File: config.mk
export PLATFORM = sky130hd
export DESIGN_NAME = hdlc_tx_framer
export DESIGN_NICKNAME = d
export VERILOG_FILES = /design/src/rtl/hdlc_tx_pkg.sv /design/src/rtl/hdlc_tx_crc.sv /design/src/rtl/hdlc_tx_runlen.sv /design/src/rtl/hdlc_tx_framer.sv
export SDC_FILE = /design/constraint.sdc
export NUM_CORES = 1
export LEC_CHECK = 0
export BUFFER_PORTS_ARGS = -buffer_cell sky130_fd_sc_hd__clkbuf_2
export CAP_MARGIN = 10
export CELL_PAD_IN_SITES_DETAIL_PLACEMENT = 0
export CELL_PAD_IN_SITES_GLOBAL_PLACEMENT = 2
export CORE_UTILIZATION = 37
export DETAILED_ROUTE_END_ITERATION = 10
export GPL_ROUTABILITY_DRIVEN = 1
export GPL_TIMING_DRIVEN = 0
export PLACE_DENSITY_LB_ADDON = 0.1
export REMOVE_ABC_BUFFERS = 1
export SLEW_MARGIN = 20
export SYNTH_ARGS = -nofsm -noshare
export SYNTH_HDL_FRONTEND = slang
export SYNTH_SLANG_ARGS = --single-unit
File: constraint.sdc
create_clock -name clk -period 2.4 [get_ports clk]
set_input_delay 0.48 -clock clk [delete_from_list [all_inputs] [get_ports clk]]
set_output_delay 0.48 -clock clk [all_outputs]
set_load 0.05 [all_outputs]
File: src/rtl/hdlc_tx_pkg.sv
package hdlc_tx_pkg;
  typedef enum logic [1:0] {
    ST_FLAG  = 2'd0,
    ST_DATA  = 2'd1,
    ST_FCS   = 2'd2,
    ST_ABORT = 2'd3
  } tx_state_e;

  localparam logic [7:0] FLAG_PATTERN = 8'h7E;
endpackage

File: src/rtl/hdlc_tx_crc.sv
module hdlc_tx_crc #(
  parameter int              W    = 16,
  parameter logic [W-1:0]    POLY = 16'h8408,
  parameter logic [W-1:0]    INIT = 16'hFFFF
) (
  input  logic         clk,
  input  logic         rst_n,
  input  logic         preset,
  input  logic         step,
  input  logic         din,
  output logic [W-1:0] crc
);
  logic         fb;
  logic [W-1:0] crc_next;

  // reflected serial update: feedback taken from bit 0
  always_comb begin
    fb       = crc[0] ^ din;
    crc_next = (crc >> 1) ^ (fb ? POLY : '0);
  end

  always_ff @(posedge clk) begin
    if (!rst_n)      crc <= INIT;
    else if (preset) crc <= INIT;
    else if (step)   crc <= crc_next;
  end
endmodule

File: src/rtl/hdlc_tx_runlen.sv
module hdlc_tx_runlen #(
  parameter int RUN_MAX = 5
) (
  input  logic clk,
  input  logic rst_n,
  input  logic clear,
  input  logic step,
  input  logic bit_in,
  output logic stuff_due
);
  localparam int RW = $clog2(RUN_MAX + 1);

  logic [RW-1:0] run;

  assign stuff_due = (run == RW'(RUN_MAX));

  always_ff @(posedge clk) begin
    if (!rst_n)      run <= '0;
    else if (clear)  run <= '0;
    else if (step)   run <= bit_in ? run + RW'(1) : '0;
  end
endmodule

File: src/rtl/hdlc_tx_framer.sv
module hdlc_tx_framer
  import hdlc_tx_pkg::*;
#(
  parameter int               BYTE_W    = 8,
  parameter int               FCS_W     = 16,
  parameter logic [FCS_W-1:0] FCS_POLY  = 16'h8408,
  parameter int               RUN_MAX   = 5,
  parameter int               ABORT_LEN = 8
) (
  input  logic              clk,
  input  logic              rst_n,
  input  logic              bit_en,
  input  logic              fcs_inhibit,
  input  logic              s_valid,
  output logic              s_ready,
  input  logic [BYTE_W-1:0] s_data,
  input  logic              s_last,
  input  logic              s_abort,
  output logic              tx_bit,
  output logic              underflow,
  output logic              eop_done
);
  localparam int CNT_W = $clog2(FCS_W > BYTE_W ? FCS_W : BYTE_W);
  localparam int IDX_W = $clog2(BYTE_W);
  localparam logic [CNT_W-1:0] BYTE_END  = CNT_W'(BYTE_W - 1);
  localparam logic [CNT_W-1:0] FCS_END   = CNT_W'(FCS_W - 1);
  localparam logic [CNT_W-1:0] ABORT_END = CNT_W'(ABORT_LEN - 1);
  localparam logic [CNT_W-1:0] ONE       = CNT_W'(1);

  tx_state_e         state, state_n;
  logic [CNT_W-1:0]  cnt, cnt_n;
  logic [BYTE_W-1:0] shreg, shreg_n;
  logic              last_q, last_n, inhib_q, inhib_n, closing_q, closing_n;
  logic              bit_c, stuffable, take, eop_c, unf_c;
  logic              crc_step, crc_din, crc_preset, stuff_due;
  logic [FCS_W-1:0]  crc_q;

  hdlc_tx_crc #(.W(FCS_W), .POLY(FCS_POLY), .INIT('1)) u_crc (
    .clk    (clk),
    .rst_n  (rst_n),
    .preset (bit_en && crc_preset),
    .step   (bit_en && crc_step),
    .din    (crc_din),
    .crc    (crc_q)
  );

  hdlc_tx_runlen #(.RUN_MAX(RUN_MAX)) u_runlen (
    .clk       (clk),
    .rst_n     (rst_n),
    .clear     (bit_en && !stuffable),
    .step      (bit_en && stuffable),
    .bit_in    (bit_c),
    .stuff_due (stuff_due)
  );

  always_comb begin
    state_n    = state;
    cnt_n      = cnt;
    shreg_n    = shreg;
    last_n     = last_q;
    inhib_n    = inhib_q;
    closing_n  = closing_q;
    bit_c      = 1'b1;
    stuffable  = 1'b0;
    take       = 1'b0;
    eop_c      = 1'b0;
    unf_c      = 1'b0;
    crc_step   = 1'b0;
    crc_din    = 1'b0;
    crc_preset = 1'b0;
    if (stuff_due) begin
      bit_c     = 1'b0;
      stuffable = 1'b1;
    end else begin
      unique case (state)
        ST_FLAG: begin
          bit_c = FLAG_PATTERN[cnt[IDX_W-1:0]];
          if (cnt == BYTE_END) begin
            cnt_n     = '0;
            eop_c     = closing_q;
            closing_n = 1'b0;
            if (s_valid) begin
              state_n    = ST_DATA;
              crc_preset = 1'b1;
              inhib_n    = fcs_inhibit;
            end
          end else begin
            cnt_n = cnt + ONE;
          end
        end
        ST_DATA: begin
          if (cnt == '0) begin
            take = 1'b1;
            if (!s_valid || s_abort) begin
              bit_c   = 1'b1;
              unf_c   = !s_valid;
              state_n = ST_ABORT;
              cnt_n   = ONE;
            end else begin
              bit_c     = s_data[0];
              shreg_n   = s_data;
              last_n    = s_last;
              stuffable = 1'b1;
              crc_step  = 1'b1;
              crc_din   = s_data[0];
              cnt_n     = ONE;
            end
          end else begin
            bit_c     = shreg[cnt[IDX_W-1:0]];
            stuffable = 1'b1;
            crc_step  = 1'b1;
            crc_din   = bit_c;
            if (cnt == BYTE_END) begin
              cnt_n = '0;
              if (last_q) begin
                state_n   = inhib_q ? ST_FLAG : ST_FCS;
                closing_n = inhib_q;
              end
            end else begin
              cnt_n = cnt + ONE;
            end
          end
        end
        ST_FCS: begin
          bit_c     = ~crc_q[cnt];
          stuffable = 1'b1;
          if (cnt == FCS_END) begin
            cnt_n     = '0;
            state_n   = ST_FLAG;
            closing_n = 1'b1;
          end else begin
            cnt_n = cnt + ONE;
          end
        end
        ST_ABORT: begin
          bit_c = 1'b1;
          if (cnt == ABORT_END) begin
            cnt_n   = '0;
            state_n = ST_FLAG;
          end else begin
            cnt_n = cnt + ONE;
          end
        end
        default: state_n = ST_FLAG;
      endcase
    end
  end

  assign s_ready = bit_en && take;

  always_ff @(posedge clk) begin
    if (!rst_n) begin
      state     <= ST_FLAG;
      cnt       <= '0;
      shreg     <= '0;
      last_q    <= 1'b0;
      inhib_q   <= 1'b0;
      closing_q <= 1'b0;
      tx_bit    <= 1'b1;
      eop_done  <= 1'b0;
      underflow <= 1'b0;
    end else begin
      eop_done  <= bit_en && eop_c;
      underflow <= bit_en && unf_c;
      if (bit_en) begin
        state     <= state_n;
        cnt       <= cnt_n;
        shreg     <= shreg_n;
        last_q    <= last_n;
        inhib_q   <= inhib_n;
        closing_q <= closing_n;
        tx_bit    <= bit_c;
      end
    end
  end
endmodule

# Word-level counts from Yosys, hierarchy flattened
# Memories as Yosys holds them, arrays and structs flattened. A register that Yosys moved wholly into a read port is not among the register bits.
# Index checks and enable logic that the tools add are counted.
# W data, S select, Z words.
# totals
ff_bits	39
rom_bits	8
input_bits	15
output_inout_bits	4
elab_cells	116
n_memories	1
# memory_table
memory	depth	width	rd	rd_clocked_by_memory_dff	wr	line	rtl
(name not given)	8	1	1	1	0	hdlc_tx_framer.sv:77	bit_c = FLAG_PATTERN[cnt[IDX_W-1:0]];
# classes
n_addsub	2
n_lt_le_gt_ge	2
eq_ne	16
muxes	57
bitwise	6
n_reduce_logical	21
# op_table
cell	count
$mux W1	34
$mux W2	9
$mux W16	1
$xor A15 B16 Y16	1
$ne A2 B2 Y1 const B	7
$mux W4	3
$pmux W4 S3	1
$reduce_and A5 Y1	2
$mux W3	3
$ne A3 B3 Y1 const B	3
$reduce_and A9 Y1	1
$pmux W2 S4	1
$reduce_and A8 Y1	1
$logic_and A1 B1 Y1	7
$reduce_or A2 Y1	3
$lt A4 B5 Y1 const B	1
$add A4 B1 Y4 const B	1
$bmux W1 S4	1
$eq A2 B2 Y1 const B	2
$eq A4 B3 Y1 const B	1
$eq A4 B4 Y1 const B	1
$logic_not A4 Y1	1
$lt A3 B4 Y1 const B	1
$not A1 Y1	4
13 further kinds	14

# Depth between registers and ports, before layout
# Gate-level depths: netlist of the first run.
# logic_depth
ltp_word	9
ltp_mapped	9
depth_no_buf	7

# Hierarchy
# From an unflattened synthesis of the first run, not the netlist that was laid out.
# hier_totals
cells_unflattened	250
hier_area_um2	2322.2
# modules_own_cells
module	instances	cells_per_inst	area_per_inst_um2	seq_area_each_um2
hdlc_tx_framer	1	161	1431.4	420.4
hdlc_tx_crc	1	70	728.2	320.3
hdlc_tx_runlen	1	19	162.7	60.1

# Least setup slack after synthesis of the first run
# Ideal clock, no wire load.
# synth_timing
path_kind	reg-to-output
start	reg cnt[0]
end	out s_ready
t_arrival_ps	1692
path_slack_ps	228
path_stages_with_launch	7
path_buffers	1
path_cell_list	dfxtp_1 buf_6 inv_1 ha_1 nor3b_4 nand2_1 nor2_1
# synth_between
elab_chain_len	5
# synth_lines
element	line	rtl
from (decl)	hdlc_tx_framer.sv:31	logic [CNT_W-1:0] cnt, cnt_n;
from (signal assigned)	hdlc_tx_framer.sv:167	cnt <= cnt_n;
$logic_not A4 Y1	hdlc_tx_framer.sv:92	if (cnt == '0) begin
$mux W1	hdlc_tx_framer.sv:92	
$mux W1	hdlc_tx_framer.sv:75	unique case (state)
$mux W1	hdlc_tx_framer.sv:71	if (stuff_due) begin
$logic_and A1 B1 Y1	hdlc_tx_framer.sv:149	assign s_ready = bit_en && take;
to (decl)	hdlc_tx_framer.sv:15	output logic s_ready,
# Every way passes these cells.

==> results of run 1 <==
## power by group
| part | total [mW] | internal (mW) | leakage (nW) | switching, mW |
|---|---|---|---|---|
| logic | 0.104 | 0.0441 | 0.755 | 0.0598 |
| registers | 0.681 | 0.670 | 0.326 | 0.0117 |
| clock network | 0.562 | 0.308 | 0.0541 | 0.254 |
## worst register-to-register path, stage by stage, from the launching register on
cell      delay, ps
dfxtp_1         340
inv_1           120
ha_2            370
nor4bb_4        370
nor2_1           90
o41ai_2         270
or4b_1          490
o31a_1          120
## layout make-up
cell class	count	area [um^2]	share of cell area
Clock buffer	5	68.82	0.02657
Clock inverter	3	42.54	0.01643
Inverter	13	48.80	0.01884
Multi-Input combinational cell	191	1384	0.5343
Sequential cell	40	809.5	0.3126
Tap cell	75	93.84	0.03623
Timing Repair Buffer	25	142.6	0.05507
## how the worst max path moves through the flow
stage	endpoint	depth (start not counted)
after floorplan	last_q$_SDFFE_PN0P_	6
after global placement	shreg[2]$_SDFFE_PN0P_	6
after detailed placement	shreg[4]$_SDFFE_PN0P_	6
after CTS	s_ready	6
after global routing	register	8
final	register	7
## synthesized netlist by cell type, types with 2 or more instances
| cell | count | area share |
|---|---|---|
| dfxtp_1 | 40 | 0.35 |
| mux4_2 | 6 | 0.059 |
| nand4_1 | 2 | 0.0055 |
| a21oi_1 | 13 | 0.028 |
| buf_6 | 3 | 0.015 |
| inv_1 | 12 | 0.020 |
| mux2i_1 | 13 | 0.057 |
| nor2b_1 | 3 | 0.0082 |
| a211oi_1 | 3 | 0.0098 |
| nand2b_1 | 6 | 0.016 |
| o31a_1 | 2 | 0.0077 |
| and3_1 | 2 | 0.0055 |
| clkbuf_1 | 4 | 0.0066 |
| o2111ai_1 | 3 | 0.011 |
| o21ai_0 | 5 | 0.011 |
| nor2_1 | 20 | 0.033 |
| nand2_1 | 40 | 0.066 |
| o211ai_1 | 3 | 0.0098 |
| nand3_1 | 20 | 0.044 |
| o21ai_1 | 2 | 0.0044 |
| o211ai_2 | 2 | 0.011 |
| nor4_1 | 4 | 0.011 |
| o211a_1 | 3 | 0.013 |
| and2_1 | 3 | 0.0082 |
| buf_2 | 8 | 0.017 |
| ha_1 | 9 | 0.049 |
| xnor2_1 | 2 | 0.0077 |
## flip-flops by register name (all words and copies together) (netlist names), named ones only
signal / count
closing_q: 1
cnt: 4
eop_done: 1
inhib_q: 1
last_q: 1
shreg: 8
state: 2
tx_bit: 1
u_crc.crc: 16
u_runlen.run: 3
underflow: 1
## metrics by stage
stage	utilization	cells	total power, mW
3_3_place_gp	0.3990	337	0.7915
4_1_cts	0.4275	348	1.359
2_1_floorplan	-	244	0.7543
3_5_place_dp	0.4000	337	0.7916
5_1_grt	0.4349	352	1.408
6_report	0.4349	352	1.347
## cells in the final DEF (no fill, tap or decap), drive strengths merged, types with 2 or more instances in the layout
master,netlist,routed
nor3b,3,3
nor2,20,20
a211oi,4,4
nor4,4,4
buf,12,7
a21oi,13,13
nand3,20,20
mux2i,14,14
and2,3,3
or3b,2,2
xnor2,2,2
nand2,40,40
o21ai,7,7
o2111ai,3,3
o41ai,2,2
nand2b,6,6
clkinv,1,2
clkbuf,4,23
o211ai,5,5
and3,2,2
a21boi,2,2
ha,9,9
nor2b,3,3
dfxtp,40,40
inv,12,12
nand4,2,2
o31a,2,2
mux4,6,6
o211a,3,3
## per-layer routing
| layer | track usage | up-vias | routed length [um] |
|---|---|---|---|
| met2 | 0.2763 | 30 | 2416 |
| met3 | 0.03750 | 7 | 135 |
| met4 | 0.07143 | 0 | 87 |
| met5 | 0 | - | 0 |
| li1 | - | 958 | - |
| met1 | 0.2545 | 897 | 2756 |
## timing repair
action | 4_1_cts | 5_1_grt
cloned | 0 | 0
resized for setup | 6 | 5
pin swaps | 2 | 1
setup buffers | 3 | 4
endpoints found under the setup margin | 19 | 9
## kinds of logic (layout without fill, tap and decap cells)
logic type | Yosys count | count (layout)
compound gates | 49 | 49
xor+xnor | 2 | 2
mux | 20 | 20
fa+ha+maj | 9 | 9
flops | 40 | 40
simple gates | 111 | 111
buf+inv | 29 | 46
==> results.json, run 1 <==
{
  "synth_top_flop_cell": "dfxtp_1",
  "drtPass1Iterations": 4,
  "cts_tree": "built",
  "min_from": "s_data[6]",
  "grt_overflow": 0,
  "vdd_drop_max_mv": 0.2377,
  "synth_edf_count": 0,
  "hold_buffers": 0,
  "wl_per_cell_um": 15.33,
  "cp-start-kind": "register",
  "critPathCaptureType": "register",
  "postSynthAreaPerCell_um2": 8.802,
  "min_path_type": "in -> reg",
  "io_buffers": 18,
  "r2r_setup_slack_ps": 130,
  "clock-sinks": 40,
  "synth_mux_area_frac": 0.1258,
  "place_area_um2": 2382,
  "synth-xor-area-share": 0.007654,
  "required_ps": 2590,
  "clock_skew_ps": 7.344,
  "syn2layout_area_growth_pct": 13.18,
  "status": "finished clean",
  "die_area_um2": 6504,
  "fmax_mhz": 441.1,
  "vias": 1892,
  "cts.clk_slew.worst_paths_ps": 80,
  "clk_latency_ps": 300,
  "crit_path_top_delay_cell": "or4b_1",
  "maxCapViolCount": 0,
  "setup_viol": 0,
  "grt_max_degree": 20,
  "grtUsageTotal": 0.1836,
  "grt_pass1_wl_um": 8825,
  "path_class": "reg -> reg",
  "ant_nets": 0,
  "path_max_fanout": 12,
  "yosysSeqAreaShare": 0.3499,
  "num_antenna_cells": 0,
  "reg2reg_depth": 7,
  "holdPathEnd": "shreg[6]$_SDFFE_PN0P_",
  "htree_num_levels": 2,
  "wl_um": 5396,
  "p_leak_nw": 1.135,
  "cpPeakStageDelay_ps": 490,
  "final_area_um2": 2590,
  "die_w_um": 80.65,
  "worst_hold_slack_ps": 405.5,
  "finalCritPeriodShare": 0.9447,
  "fillers": 630,
  "ys_warn_count": 0,
  "synth_compound_area_frac": 0.1607,
  "ys_seq_elements": 40,
  "antenna_found_initial": 0,
  "first_iter_violations": 134,
  "yosys.area_share.adder": 0.04921,
  "ios": 19,
  "setup_slack_ps": 132.7,
  "cts_buffers": 5,
  "layout_min_cycle_time_ps": 2267,
  "cp_cell_sequence": "inv_1 -> ha_2 -> nor4bb_4 -> nor2_1 -> o41ai_2 -> or4b_1 -> o31a_1",
  "drv_slew": 0,
  "ys_types": 54,
  "min_path_cells": 3,
  "core_area_um2": 5956,
  "die_h_um": 80.65,
  "grt_pass1_vias": 1720,
  "cts_max_path_buffers": 2,
  "synth_top_family_by_area": "simple AND/OR/NAND/NOR gates",
  "finalHoldViolations": 0,
  "drc": 0,
  "relSlewSlack": 0.5862,
  "start_util": 0.3842,
  "rows": 28,
  "p_per_area_nw_per_um2": 520.1,
  "layout.nets": 300,
  "synth-simple-area-share": 0.2433,
  "tightest_slew_ps": 617.1,
  "syn-cell-area_um2": 2288,
  "arrival_ps": 2460,
  "syn_inst": 260,
  "async_flop_share": 0,
  "post-place-ws_ps": -577.8,
  "crit_start": "state[1]$_SDFFE_PN0P_",
  "tns_ps": 0,
  "root_buffer": "clkbuf_8",
  "place.gp.congestion": 0.7269,
  "reg2reg_from": "state[1]$_SDFFE_PN0P_",
  "vias_per_cell": 5.375,
  "place_hpwl_um": 3725,
  "drive_above_1_share": 0.2022,
  "cpLargestDelayFamily": "simple AND/OR/NAND/NOR gates",
  "crit_buf_inv": 1
}
Note: power is estimated with default switching activity, not from simulation.
==> run 2: changes to the inputs <==
--- a/config.mk
+++ b/config.mk
@@ -9,6 +9,7 @@
 export CAP_MARGIN = 10
 export CELL_PAD_IN_SITES_DETAIL_PLACEMENT = 0
 export CELL_PAD_IN_SITES_GLOBAL_PLACEMENT = 2
+export CORE_MARGIN = 8
 export CORE_UTILIZATION = 37
 export DETAILED_ROUTE_END_ITERATION = 10
 export GPL_ROUTABILITY_DRIVEN = 1
==> run 2 against run 1 <==
Compared with the run above: utilization is 0.29 points lower; highest routed layer unchanged; largest power group unchanged; worst setup slack better by 5.4 ps; first-iteration DRC count is 11% higher.
==> results.json, run 2 (synthesis results as in run 1) <==
{
  "drv_slew": 0,
  "p_leak_nw": 1.130,
  "layout_min_cycle_time_ps": 2262,
  "grtUsageMet2": 0.1918,
  "p_comb_frac": 0.077,
  "layout_commonest_cell": "nand2_1",
  "ios": 19,
  "met1_usage": 0.1818,
  "start_util": 0.3842,
  "clk_latency_ps": 300,
  "cts.clk_slew.worst_paths_ps": 80,
  "tns_ps": 0,
  "min_path_type": "in -> reg",
  "final_area_um2": 2572,
  "clkPwrFrac": 0.418,
  "wl_um": 5464,
  "die_w_um": 94.65,
  "power.total_mw": 1.348,
  "post-place-cells": 337,
  "place.gp.congestion": 0.7016,
  "p_sw_mw": 0.3255,
  "final_cell_mix": "40 x nand2_1, 37 x dfxtp_1, 20 x nor2_1, 20 x nand3_1, 18 x clkbuf_2",
  "grt_overflow": 0,
  "tightest_slew_ps": 617.9,
  "grt_pass1_wl_um": 9128,
  "cts_tree": "built",
  "grtUsageTotal": 0.1308,
  "use_met3": 0.03333,
  "wl_per_cell_um": 15.57,
  "cp-start-kind": "register",
  "vias": 1862,
  "reg2reg_depth": 8,
  "io_buffers": 18,
  "first_iter_violations": 149,
  "antenna_found_initial": 0,
  "die_area_um2": 8958,
  "cts_buffers": 5,
  "core_area_um2": 5956,
  "required_ps": 1920,
  "p_per_area_nw_per_um2": 523.8,
  "fmax_mhz": 442.1,
  "reg_top3": "u_crc.crc: 16 flops, shreg: 8 flops, cnt: 4 flops",
  "intPower_mw": 1.022,
  "reg2reg_from": "state[1]$_SDFFE_PN0P_",
  "vdd_drop_max_mv": 0.2611,
  "clock_skew_ps": 5.421,
  "clock-sinks": 40,
  "setup_viol": 0,
  "ant_nets": 0,
  "place_area_um2": 2382,
  "htree_num_levels": 2,
  "layout.nets": 299,
  "layout.cells.non_filler": 351,
  "cts_max_path_buffers": 2,
  "maxCapViolCount": 0,
  "grt_max_degree": 20,
  "status": "finished clean",
  "r2r_setup_slack_ps": 150,
  "root_buffer": "clkbuf_8",
  "die_h_um": 94.65,
  "num_antenna_cells": 0,
  "busiest_layer": "met2",
  "sw_frac_of_total": 0.2415,
  "drtPass1Iterations": 4,
  "drc": 0,
  "rsz0062_at_grt": "false",
  "vias_per_cell": 5.305,
  "critPathCaptureType": "output port",
  "top_register": "u_crc.crc",
  "largest_reg_flops": 16,
  "drive_above_1_share": 0.1920,
  "rows": 28,
  "finalHoldViolations": 0,
  "worst_hold_slack_ps": 406.5,
  "syn2layout_area_growth_pct": 12.41,
  "fillers": 622,
  "place_hpwl_um": 3873,
  "arrival_ps": 1780,
  "worstSetupEndpoint": "s_ready",
  "path_class": "reg -> out",
  "path_max_fanout": 7,
  "finalCritPeriodShare": 0.9424,
  "grt_pass1_vias": 1774,
  "power.share.sequential": 0.506,
  "relSlewSlack": 0.5881,
  "crit_start": "cnt[0]$_SDFFE_PN0N_"
}
-- run 2: repair_timing --
action / 4_1_cts / 5_1_grt
gates cloned: 0 / 0
hold buffers: 0 / 0
pin swaps: 1 / 1
resized for setup: 6 / 2
setup buffers: 2 / 4
hold endpoints to repair: 0 / 0
setup endpoints to repair: 19 / 8
-- run 2: layer usage --
metal / vias up / share of wire
met5: - / 0
met4: 0 / 0.012
met3: 6 / 0.041
met2: 24 / 0.43
met1: 875 / 0.52
li1: 957 / -
-- run 2: stage by stage --
step,util,setup slack (ps)
floorplan,-,-176.3
global placement,0.3990,-1022
detailed placement,0.4000,-535.1
finish,0.4319,138.1
CTS,0.4263,14.62
global route,0.4319,23.79
-- run 2: layout make-up --
cell class	instances	area, um^2	area share
Inverter	13	48.80	0.01897
Timing Repair Buffer	24	135.1	0.05253
Sequential cell	40	807.0	0.3137
Tap cell	75	93.84	0.03648
Multi-Input combinational cell	191	1376	0.5350
Clock buffer	5	68.82	0.02675
Clock inverter	3	42.54	0.01654
-- run 2: worst min-delay path by stage --
| stage | start | end | slack [ps] | cells past startpoint |
|---|---|---|---|---|
| 3_3_place_gp | closing_q$_SDFFE_PN0P_ | eop_done$_SDFF_PN0_ | 430 | 2 |
| 5_1_grt | s_data[4] | shreg[4]$_SDFFE_PN0P_ | 410 | 3 |
| 3_5_place_dp | closing_q$_SDFFE_PN0P_ | eop_done$_SDFF_PN0_ | 430 | 2 |
| 2_1_floorplan | closing_q$_SDFFE_PN0P_ | eop_done$_SDFF_PN0_ | 410 | 2 |
| 6_report | s_data[6] | shreg[6]$_SDFFE_PN0P_ | 410 | 3 |
| 4_1_cts | s_data[6] | shreg[6]$_SDFFE_PN0P_ | 400 | 3 |
-- run 2: critical path, cell delays in order, from the launching register on --
cell	delay, ps
dfxtp_4	390
inv_1	130
ha_1	200
nor3b_4	260
nand2_1	100
nor2_1	110
clkbuf_2	290
-- run 2: power by group through the flow --
stage | logic [mW] | registers (mW) | clock network, mW
3_3_place_gp | 0.0941 | 0.697 | 0
4_1_cts | 0.0979 | 0.683 | 0.583
2_1_floorplan | 0.0547 | 0.700 | 0
6_report | 0.103 | 0.681 | 0.563
5_1_grt | 0.114 | 0.683 | 0.610
3_5_place_dp | 0.0932 | 0.698 | 0
==> run 3: changes to the inputs <==
--- a/config.mk
+++ b/config.mk
@@ -15,6 +15,7 @@
 export GPL_ROUTABILITY_DRIVEN = 1
 export GPL_TIMING_DRIVEN = 0
 export PLACE_DENSITY_LB_ADDON = 0.1
+export RECOVER_POWER = 25
 export REMOVE_ABC_BUFFERS = 1
 export SLEW_MARGIN = 20
 export SYNTH_ARGS = -nofsm -noshare
==> run 3 against run 2 <==
Compared with the run above: cell area shrank 0.19%; register-to-register slack about the same; sequential share of layout area is 0.061 points higher; non-clock buffer count is the same; clock skew is essentially flat; clock-buffer cell count unchanged; die area unchanged; worst hold slack about the same; sequential power about the same; clock power barely moved; final cell count unchanged.
==> results.json, run 3 (synthesis results as in run 1) <==
{
  "status": "finished clean",
  "ant_nets": 0,
  "p_sw_mw": 0.3255,
  "use_met3": 0.03333,
  "grt_pass1_wl_um": 9128,
  "num_antenna_cells": 0,
  "min_path_type": "in -> reg",
  "vdd_drop_max_mv": 0.2611,
  "io_buffers": 18,
  "cts_buffers": 5,
  "drc": 0,
  "clkPwrFrac": 0.418,
  "tightest_slew_ps": 617.9,
  "p_comb_frac": 0.076,
  "met1_usage": 0.1818,
  "syn2layout_area_growth_pct": 12.19,
  "final_cell_mix": "40 x nand2_1, 37 x dfxtp_1, 20 x nor2_1, 20 x nand3_1, 14 x clkbuf_2",
  "rsz0062_at_grt": "false",
  "grtUsageTotal": 0.1308,
  "fmax_mhz": 442.1,
  "clk_latency_ps": 300,
  "place.gp.congestion": 0.7016,
  "arrival_ps": 1780,
  "vias_per_cell": 5.305,
  "path_max_fanout": 7,
  "required_ps": 1920,
  "clock_skew_ps": 5.438,
  "core_area_um2": 5956,
  "p_per_area_nw_per_um2": 524.6,
  "min_from": "s_data[6]",
  "wl_per_cell_um": 15.57,
  "largest_reg_flops": 16,
  "worst_hold_slack_ps": 406.5,
  "rows": 28,
  "intPower_mw": 1.021,
  "reg_top3": "u_crc.crc: 16 flops, shreg: 8 flops, cnt: 4 flops",
  "vias": 1862,
  "sw_frac_of_total": 0.2416,
  "die_h_um": 94.65,
  "start_util": 0.3842,
  "drive_above_1_share": 0.1775,
  "grt_pass1_vias": 1774,
  "place_hpwl_um": 3873,
  "drv_slew": 0,
  "finalCritPeriodShare": 0.9425,
  "reg2reg_from": "state[1]$_SDFFE_PN0P_",
  "path_class": "reg -> out",
  "cp-start-kind": "register",
  "die_w_um": 94.65,
  "cts_max_path_buffers": 2,
  "wl_um": 5464,
  "drtPass1Iterations": 4,
  "finalHoldViolations": 0,
  "grt_overflow": 0,
  "cts_tree": "built",
  "p_leak_nw": 1.117,
  "layout_commonest_cell": "nand2_1",
  "die_area_um2": 8958,
  "top_register": "u_crc.crc",
  "critPathCaptureType": "output port",
  "crit_start": "cnt[0]$_SDFFE_PN0N_",
  "first_iter_violations": 149,
  "relSlewSlack": 0.5881,
  "cts.clk_slew.worst_paths_ps": 80,
  "clock-sinks": 40,
  "htree_num_levels": 2,
  "maxCapViolCount": 0,
  "layout.nets": 299,
  "grt_max_degree": 20,
  "power.total_mw": 1.347,
  "power.share.sequential": 0.506,
  "setup_viol": 0,
  "ios": 19,
  "busiest_layer": "met2",
  "grtUsageMet2": 0.1918,
  "antenna_found_initial": 0,
  "root_buffer": "clkbuf_8",
  "hold_buffers": 0,
  "layout_min_cycle_time_ps": 2262
}
-- run 3: cell types whose count changed in the layout (fill, tap and decap cells not counted) --
cell	delta
clkbuf_2	-4
clkbuf_1	+4
-- run 3: final timing paths --
| check | endpoint | cells past startpoint | slack, ps |
|---|---|---|---|
| hold reg to reg | eop_done$_SDFF_PN0_ | 2 | 440 |
| setup reg to reg | register | 8 | 150 |
| hold / removal | shreg[6]$_SDFFE_PN0P_ | 3 | 410 |
| setup / recovery | s_ready | 6 | 140 |
-- run 3: what timing repair did --
item,CTS,global route
setup endpoints to repair,19,8
setup buffers,2,4
pin swaps,1,1
resized for setup,6,2
-- run 3: final cells by class --
class,instances,area (um^2)
Clock buffer,5,68.82
Timing Repair Buffer,24,130.1
Clock inverter,3,42.54
Tap cell,75,93.84
Fill cell,624,3388
Sequential cell,40,807.0
Inverter,13,48.80
Multi-Input combinational cell,191,1376
-- run 3: critical path, stage by stage (launching register included) --
cell and delay [ps]:
dfxtp_4 390, inv_1 130, ha_1 200, nor3b_4 260, nand2_1 100, nor2_1 110
clkbuf_2 290
-- run 3: power by group through the flow --
stage,sequential [mW],combinational [mW],clock [mW]
3_3_place_gp,0.697,0.0941,0
2_1_floorplan,0.700,0.0547,0
6_report,0.681,0.103,0.563
4_1_cts,0.683,0.0979,0.583
3_5_place_dp,0.698,0.0932,0
5_1_grt,0.683,0.113,0.610
-- run 3: per-stage QoR --
step,area (um^2),util,setup TNS (ps),worst slack [ps],std cells
after floorplan,2192,-,-1704,-176.3,244
after global placement,2376,0.3990,-15660,-1022,337
after detailed placement,2382,0.4000,-6907,-535.1,337
after CTS,2539,0.4263,0,14.62,347
after global routing,2567,0.4311,0,23.81,351
final,2567,0.4311,0,138.0,351
-- run 3: routing by layer --
metal | vias up | wire length, um
met5 | - | 0
met3 | 6 | 215
li1 | 958 | -
met2 | 24 | 2360
met1 | 874 | 2820
met4 | 0 | 67
